<file path="src/rtl/bam_pkg.sv">
package bam_pkg;
    parameter int ADDR_W = 8;   // register-file address width
    parameter int BANK_W = 8;   // bank register width
    parameter int LIN_W  = 16;  // linear pointer width

    localparam int OFF_W  = ADDR_W - 1;        // offset bits inside a page
    localparam int PHYS_W = BANK_W + ADDR_W;   // common region plus all pages
    localparam int PAGE   = 1 << OFF_W;

    typedef struct packed {
        logic [BANK_W-1:0] dbank;
        logic [BANK_W-1:0] ibank;
        logic [ADDR_W-1:0] ptr;
    } bank_state_t;
endpackage

</file>
<file path="src/rtl/bam_regs.sv">
module bam_regs
    import bam_pkg::*;
(
    input  logic              clk,
    input  logic              rst_n,
    input  logic [ADDR_W-1:0] wr_data,
    input  logic              wr_dbank,
    input  logic              wr_ibank,
    input  logic              wr_ptr,
    input  logic              ld_lin,
    input  logic [LIN_W-1:0]  lin_addr,
    input  logic              ptr_inc,
    output bank_state_t       st_q
);
    bank_state_t st_d;
    logic [OFF_W:0] off_sum;
    logic           inc_go;

    always_comb begin
        st_d    = st_q;
        off_sum = {1'b0, st_q.ptr[OFF_W-1:0]} + (OFF_W+1)'(1);
        inc_go  = ptr_inc && !ld_lin && !wr_ptr && !wr_ibank;

        if (wr_dbank) st_d.dbank = wr_data[BANK_W-1:0];

        if (ld_lin) begin
            st_d.ibank = lin_addr[OFF_W+BANK_W-1:OFF_W];
            st_d.ptr   = {1'b1, lin_addr[OFF_W-1:0]};
        end else if (wr_ptr || wr_ibank) begin
            if (wr_ibank) st_d.ibank = wr_data[BANK_W-1:0];
            if (wr_ptr)   st_d.ptr   = wr_data;
        end else if (inc_go) begin
            st_d.ptr[OFF_W-1:0] = off_sum[OFF_W-1:0];
            if (off_sum[OFF_W]) begin
                st_d.ptr[OFF_W] = 1'b1;
                st_d.ibank      = st_q.ibank + BANK_W'(1);
            end
        end
    end

    always_ff @(posedge clk or negedge rst_n) begin
        if (!rst_n) st_q <= '0;
        else        st_q <= st_d;
    end

    // linear load splits into bank and offset, window bit forced
    assert_lin_load_R5: assert property (@(posedge clk) disable iff (!rst_n)
        ld_lin |=> (st_q.ibank == $past(lin_addr[OFF_W+BANK_W-1:OFF_W]))
                && (st_q.ptr == {1'b1, $past(lin_addr[OFF_W-1:0])}));

    // offset wrap carries into the indirect bank and stays in the window
    assert_wrap_carry_R6: assert property (@(posedge clk) disable iff (!rst_n)
        (ptr_inc && !ld_lin && !wr_ptr && !wr_ibank && (&st_q.ptr[OFF_W-1:0]))
        |=> (st_q.ptr == {1'b1, {OFF_W{1'b0}}})
         && (st_q.ibank == $past(st_q.ibank) + BANK_W'(1)));

    // direct bank only changes through its own write
    assert_dbank_hold_R4: assert property (@(posedge clk) disable iff (!rst_n)
        !wr_dbank |=> $stable(st_q.dbank));

    // indirect bank untouched without its own controls
    assert_ibank_hold_R4: assert property (@(posedge clk) disable iff (!rst_n)
        (!wr_ibank && !ld_lin && !ptr_inc) |=> $stable(st_q.ibank));

    // a write cancels the increment
    assert_write_beats_inc_R9: assert property (@(posedge clk) disable iff (!rst_n)
        (wr_ptr && !ld_lin) |=> (st_q.ptr == $past(wr_data)));
endmodule

</file>
<file path="src/rtl/bam_map.sv">
module bam_map
    import bam_pkg::*;
(
    input  logic              acc_ind,
    input  logic [ADDR_W-1:0] acc_addr,
    input  bank_state_t       st,
    output logic [PHYS_W-1:0] phys_addr
);
    logic [ADDR_W-1:0] eff_addr;
    logic [BANK_W-1:0] eff_bank;

    always_comb begin
        eff_addr = acc_ind ? st.ptr   : acc_addr;
        eff_bank = acc_ind ? st.ibank : st.dbank;
        if (eff_addr[OFF_W])
            phys_addr = PHYS_W'(PAGE) + PHYS_W'({eff_bank, eff_addr[OFF_W-1:0]});
        else
            phys_addr = PHYS_W'(eff_addr[OFF_W-1:0]);
    end
endmodule

</file>
<file path="src/rtl/bam_top.sv">
module bam_top
    import bam_pkg::*;
(
    input  logic              clk,
    input  logic              rst_n,
    input  logic              acc_ind,
    input  logic [ADDR_W-1:0] acc_addr,
    input  logic [ADDR_W-1:0] wr_data,
    input  logic              wr_dbank,
    input  logic              wr_ibank,
    input  logic              wr_ptr,
    input  logic              ld_lin,
    input  logic [LIN_W-1:0]  lin_addr,
    input  logic              ptr_inc,
    output logic [PHYS_W-1:0] phys_addr
);
    bank_state_t st_q;

    bam_regs u_regs (
        .clk      (clk),
        .rst_n    (rst_n),
        .wr_data  (wr_data),
        .wr_dbank (wr_dbank),
        .wr_ibank (wr_ibank),
        .wr_ptr   (wr_ptr),
        .ld_lin   (ld_lin),
        .lin_addr (lin_addr),
        .ptr_inc  (ptr_inc),
        .st_q     (st_q)
    );

    bam_map u_map (
        .acc_ind   (acc_ind),
        .acc_addr  (acc_addr),
        .st        (st_q),
        .phys_addr (phys_addr)
    );

    // direct accesses below the window never leave the common region
    assert_common_flat_R1: assert property (@(posedge clk) disable iff (!rst_n)
        (!acc_ind && !acc_addr[OFF_W]) |-> (phys_addr < PHYS_W'(PAGE)));

    // direct window accesses land past the common region
    assert_window_above_R2: assert property (@(posedge clk) disable iff (!rst_n)
        (!acc_ind && acc_addr[OFF_W]) |-> (phys_addr >= PHYS_W'(PAGE)));

    // indirect result does not depend on the direct address input
    assert_ind_ignores_addr_R3: assert property (@(posedge clk) disable iff (!rst_n)
        (acc_ind && $past(acc_ind) && $stable(st_q)) |-> $stable(phys_addr));
endmodule

</file>
<file path="config.mk">
export PLATFORM = sky130hd
export DESIGN_NAME = bam_top
export DESIGN_NICKNAME = d
export VERILOG_FILES = /design/src/rtl/bam_pkg.sv /design/src/rtl/bam_regs.sv /design/src/rtl/bam_map.sv /design/src/rtl/bam_top.sv
export SDC_FILE = /design/constraint.sdc
export NUM_CORES = 1
export LEC_CHECK = 0
export BUFFER_PORTS_ARGS = -buffer_cell sky130_fd_sc_hd__clkbuf_2
export CAP_MARGIN = 20
export CORE_MARGIN = 4
export CORE_UTILIZATION = 40
export DETAILED_ROUTE_END_ITERATION = 7
export GPL_TIMING_DRIVEN = 0
export SYNTH_ARGS = -nofsm -noshare
export SYNTH_HDL_FRONTEND = slang
export SYNTH_SLANG_ARGS = --single-unit
export TNS_END_PERCENT = 20
</file>
<file path="constraint.sdc">
create_clock -name clk -period 3.3 [get_ports clk]
set_clock_uncertainty 0.15 [all_clocks]
set_input_delay 0.33 -clock clk [delete_from_list [all_inputs] [get_ports clk]]
set_output_delay 0.33 -clock clk [all_outputs]
set_load 0.02 [all_outputs]
</file>
# After elaboration in Yosys (flattened, before gate mapping)
# Index checks and enable logic that the tools add are counted.
[word_totals]
inputBits = 40
word_cells = 30
reg_bits = 24
[op_classes]
muxes = 9
n_eq_ne = 2
n_reduce_logical = 12
add_sub_neg = 3
[op_table]
columns = ["op", "count"]
rows = [
  ["16-bit two-way mux", 4],
  ["8-bit two-way mux", 4],
  ["8-bit by 15-bit adder with 16-bit output, first input constant", 1],
  ["9-bit two-way mux", 1],
  ["7-bit by 1-bit adder with 8-bit output, second input constant", 1],
  ["8-bit by 1-bit adder with 8-bit output, second input constant", 1],
  ["3-bit != test, second input constant", 2],
  ["3-bit AND reduction", 2],
  ["3-bit nonzero test", 2],
  ["1-bit logical AND", 3],
  ["1-bit logical NOT", 3],
  ["2-bit AND reduction", 1],
  ["1-bit logical OR", 1],
]

# Longest topological paths before layout
[logic_depth]
word_depth = 7
mapped_depth = 8

# Modules after synthesis
# From an unflattened synthesis, not the netlist that was laid out.
[hier_totals]
hier_cells = 203
hier_area_um2 = 1911.8
[modules_own_cells]
columns = ["module", "instances", "cells_each", "seq_area_each_um2", "area_per_inst_um2"]
rows = [
  ["bam_regs", 1, 153, 600.6, 1461.4],
  ["bam_map", 1, 50, 0.0, 450.4],
]

# Least setup slack after synthesis
# Ideal clock, no wire load.
[synth_path]
kind = "input -> output"
start = "input acc_ind"
end = "output phys_addr[13]"
path_slack_ns = 1.197
arrival_ns = 1.623
required_time_ns = 2.820
path_buffers = 1
cell_stages = 7
path_cell_list = "buf_6 > mux2i_1 > inv_1 > ha_1 > nand2_1 > o31a_1 > nor3_1"
[synth_between]
elab_chain_len = 3
[synth_lines]
columns = ["element", "line", "rtl"]
rows = [
  ["from (decl)", "bam_top.sv:6", "input logic acc_ind,"],
  ["8-bit two-way mux (on tied branches)", "bam_map.sv:13, bam_map.sv:14", ""],
  ["8-bit by 15-bit adder with 16-bit output", "bam_map.sv:16", "phys_addr = PHYS_W'(PAGE) + PHYS_W'({eff_bank, eff_addr[OFF_W-1:0]});"],
  ["16-bit two-way mux *", "bam_map.sv:15", "if (eff_addr[OFF_W])"],
  ["to (decl)", "bam_top.sv:15", "output logic [PHYS_W-1:0] phys_addr"],
]
# Every way passes the cells marked *; elsewhere a longest branch is shown, timed or not.

# Final worst setup path
[layout_path]
start = "register, netlist name u_regs.st_q[11]"
end = "output phys_addr[12]"
[layout_between]
elab_chain_len = 3
[layout_lines]
columns = ["element", "line", "rtl"]
rows = [
  ["8-bit two-way mux", "bam_map.sv:14", "eff_bank = acc_ind ? st.ibank : st.dbank;"],
  ["8-bit by 15-bit adder with 16-bit output", "bam_map.sv:16", ""],
  ["16-bit two-way mux", "bam_map.sv:15", ""],
]
# Every way passes these cells.

==> summary.md <==
The core region area was 4474 sq um. The run gives 18.02% as the overall global routing resource usage. VDD sags by at most 212.9 uV. In this run the worst path has a maximum fanout of 6.

The floorplan has 24 rows. In this run the worst hold path is classified as in -> reg. The maximum number of pins on one net before global-route repair came out at 25. The number of global-route vias before repair came out at 1,849. Once detail routing completed, the nets flagged for antenna violations numbered 0. The count of unique library cells instantiated by Yosys is 54, and the transition time of the tightest slew-check pin is 743.7 ps. Synthesis handed over a netlist of 211 instances.

Routability-driven placement finished with a final weighted congestion of 0.8489. The run finished with clean final reports. The ratio of cells with drive above 1 in the final layout came out at 32.96%.

The critical path startpoint category is a flip-flop. The largest single stage delay on the critical path is 600 ps. The run gives 5 as the first-pass detailed-route iteration total. For the worst setup path, the data required time is 2820 ps. The run gives 1 as the count of H-tree levels built during CTS.

Launch point of the worst path: u_regs.st_q[11]. 0 antenna diodes ended up in the layout. The tools report the hold violation count in the final report as 0.

In the routed design, unresolved DRC markers number 0. The startpoint of the lowest-slack hold path is lin_addr[13]. Number of flip-flops and latches in the synthesized netlist: 24.

The cell accounting for the most synthesized area is sky130_fd_sc_hd__dfrtp_1. In the synthesized netlist the async set-or-reset flop fraction comes to 100.0%. The main flop type after synthesis was sky130_fd_sc_hd__dfrtp_1.

At the later pin of the worst-skew pair, clock insertion delay measures 270 ps. The run gives 1897 sq um as the post-synthesis instance area. Yosys attributes the largest share of cell area to sky130_fd_sc_hd__dfrtp_1, sky130_fd_sc_hd__mux2_2, sky130_fd_sc_hd__mux2i_1, sky130_fd_sc_hd__nor2_1, sky130_fd_sc_hd__a21oi_1. The critical path is of the reg -> out type. The wire length per cell after detailed routing is 16.43 um, and the headroom to the max-slew limit is 50.32%. Timing analysis after detailed placement gives a worst setup slack of 1092 ps. Setup repair after global routing left no endpoint under its margin. No sink is reached through more buffers than the 2 on the longest clock path.

The die width is 76.86 um. The worst path needs 2366 ps of the cycle, external delays included. Of the available clock period, the critical path in the final layout requires 71.71%. Clock tree synthesis inserted a total of 3 buffers.

The die is 76.86 um tall. The number of synthesis warnings was 0. The root buffer cell was sky130_fd_sc_hd__clkbuf_8. The highest-delay cell along the critical path is sky130_fd_sc_hd__a2111oi_0. The logs give 42.39% for the initial cell density of the core and 1890 ps for the worst endpoint data arrival time. For this design the ratio of total power to cell area is 388.7 nW/um^2.

The top cell type by area accounts for 31.66% of the synthesized area. The register with the most flip-flops in the layout has 24 of them. The signal on the critical path passes through nand3_1 > a2111oi_0 > xor2_1 > nor2_1 > clkbuf_2. Total power for the finished layout comes to 0.8870 mW. The number of flops mapped to enable cells by yosys came out at 0. The die covers 5907 sq um. Counting flops per register, the top entry is u_regs.st_q. For the max capacitance violation total, the log shows 0. The tools report the startpoint of the worst register-to-register path as u_regs.st_q[8].

Number of antenna violations at the first check in global routing: 0. The first global-routing pass estimated 8.776 mm of wire. The clock transition at the register clock pins on the worst setup and hold paths after CTS is 90 ps, and the average instance area after synthesis is 8.990 sq um. During I/O placement, the number of pins put on the boundary was 56.

In this run, the number of DRC markers left after iteration 0 of detailed routing was 155. Of the synthesized area, sequential elements account for 31.66%. In this run the static leakage power is 0.9863 nW. When the netlist entered floorplanning its net count stood at 254. Counting tap cells, the placed design contains a total of 314 instances. The count of final max-slew check failures was 0; the number of clock sinks was 24.

After clock tree synthesis, the repair step resized 0 gates. For the post-detailed-placement half-perimeter wirelength, the log shows 4.060 mm. Compared with the post-synthesis result, the final layout area differs by 20.32%. The number of vias in the routed layout came out at 1,842. The tools report the sum of negative setup slack as 0 ps. The tools report the global-route congestion overflow total as 0. Setup violations remaining at the end of the flow were counted as 0.

After layout, the worst setup slack is 933.5 ps. The quantity of I/O buffers inserted on ports was 51; the final net count was 311. For the highest achievable clock rate, the log shows 422.6 MHz.

The tools report the category of the worst setup path capture point as an output pin. The largest registers in the layout are u_regs.st_q: 24 flops. The routed design has 5.241 mm of wire. TritonCTS built the clock tree. The via count normalized by instance count was 5.774; the count of placed standard cells in the final layout, fillers left out was 319.
-- placed cells by master, fill, tap and decap left out, drive strengths merged, types with 2 or more instances in the layout --
cell type and instances:
nand3b 2, o21a 4, nand2 16, o22ai 2
mux2 18, nor4 4, a21oi 13, mux2i 9
or3 4, a311o 2, dfrtp 24, nor3 11
nand3 9, a31oi 4, o21ai 10, o31ai 5
nor2b 3, and2 2, a221oi 2, buf 6
o41ai 2, o22a 2, nor2 18, inv 7
ha 3, clkbuf 60, xnor2 2, o31a 3
-- worst max-delay path: cells and delay by family (launching register included) --
family | cells | cell delay (ps)
buffers and inverters | 1 | 180
flip-flops | 1 | 450
XOR/XNOR | 1 | 190
AO/OA/AOI/OAI | 1 | 600
AND/OR/NAND/NOR | 2 | 200
-- layout make-up --
| class | instances | area (sq um) |
|---|---|---|
| repair buffers | 52 | 265.3 |
| inverters | 7 | 26.28 |
| plain buffers | 11 | 67.56 |
| clock buffers | 4 | 55.05 |
| multi-input cells | 169 | 1202 |
| fillers | 434 | 2192 |
| well taps | 52 | 65.06 |
| flip-flops and latches | 24 | 600.6 |
-- metal layers --
metal | track usage, % | part of all wire (%) | up-vias | wire length, um
met5 | 0 | 0 | - | 0
met4 | 1.449 | 0.27 | 0 | 14
met3 | 3.513 | 6.1 | 2 | 322
met2 | 29.79 | 46 | 58 | 2397
met1 | 25.27 | 48 | 869 | 2506
li1 | - | - | 913 | -
-- timing repair --
item                      4_1_cts  5_1_grt
hold endpoints to repair       24        0
setup buffers                   0        0
hold buffers                    1        0
-- through the flow --
step           instance area [sq um]  utilization (%)  hold slack (ps)
3_3_place_gp                    2217            49.55            226.6
3_5_place_dp                    2217            49.55            230.6
2_1_floorplan                   1897                -           -115.6
4_1_cts                         2282            51.01            139.4
5_1_grt                         2282            51.01            153.2
6_report                        2282            51.01            137.3
-- Yosys cell counts (2+ instances only) --
| cell | number |
|---|---|
| sky130_fd_sc_hd__a31oi_1 | 4 |
| sky130_fd_sc_hd__or3_1 | 4 |
| sky130_fd_sc_hd__o31ai_1 | 4 |
| sky130_fd_sc_hd__nand3b_1 | 2 |
| sky130_fd_sc_hd__buf_2 | 3 |
| sky130_fd_sc_hd__xnor2_1 | 2 |
| sky130_fd_sc_hd__a221oi_1 | 2 |
| sky130_fd_sc_hd__ha_1 | 3 |
| sky130_fd_sc_hd__mux2_2 | 18 |
| sky130_fd_sc_hd__o22ai_1 | 2 |
| sky130_fd_sc_hd__o21ai_0 | 10 |
| sky130_fd_sc_hd__nor3_1 | 11 |
| sky130_fd_sc_hd__nor4_1 | 4 |
| sky130_fd_sc_hd__dfrtp_1 | 24 |
| sky130_fd_sc_hd__a311o_1 | 2 |
| sky130_fd_sc_hd__o21a_1 | 4 |
| sky130_fd_sc_hd__buf_6 | 3 |
| sky130_fd_sc_hd__nor2b_1 | 3 |
| sky130_fd_sc_hd__mux2i_1 | 9 |
| sky130_fd_sc_hd__clkbuf_1 | 5 |
| sky130_fd_sc_hd__nand3_1 | 7 |
| sky130_fd_sc_hd__and2_1 | 2 |
| sky130_fd_sc_hd__a21oi_1 | 13 |
| sky130_fd_sc_hd__inv_1 | 7 |
| sky130_fd_sc_hd__nor2_1 | 18 |
| sky130_fd_sc_hd__o31a_1 | 2 |
| sky130_fd_sc_hd__nand2_1 | 16 |
-- kinds of logic after synthesis --
logic type	count (synthesis)	share of synthesized area, %
and+or+nand+nor	74	19.92
buffers and inverters	18	4.947
AOI/OAI and AO/OA	62	24.67
xor gates and xnor gates	3	1.385
adders and majority gates	3	1.979
DFF	24	31.66
muxes	27	15.44
-- where the power goes --
group / internal [mW] / leakage [nW] / switching, mW / total (mW)
Clock: 0.107 / 0.0288 / 0.0990 / 0.206
Combinational: 0.134 / 0.678 / 0.175 / 0.308
Sequential: 0.328 / 0.279 / 0.0450 / 0.373
-- path summary, 6_finish.rpt --
check                      slack [ps]              end  cells past startpoint
setup / recovery                  930    phys_addr[12]                      5
hold / removal                    140  u_regs.st_q[14]                      3
setup reg to reg                 1370  u_regs.st_q[14]                      5
hold reg to reg                   360  u_regs.st_q[16]                      1
max in group asynchronous        2140  u_regs.st_q[10]                      2
min in group asynchronous         450   u_regs.st_q[0]                      2
No activity file was read; power rests on OpenSTA's default activity.
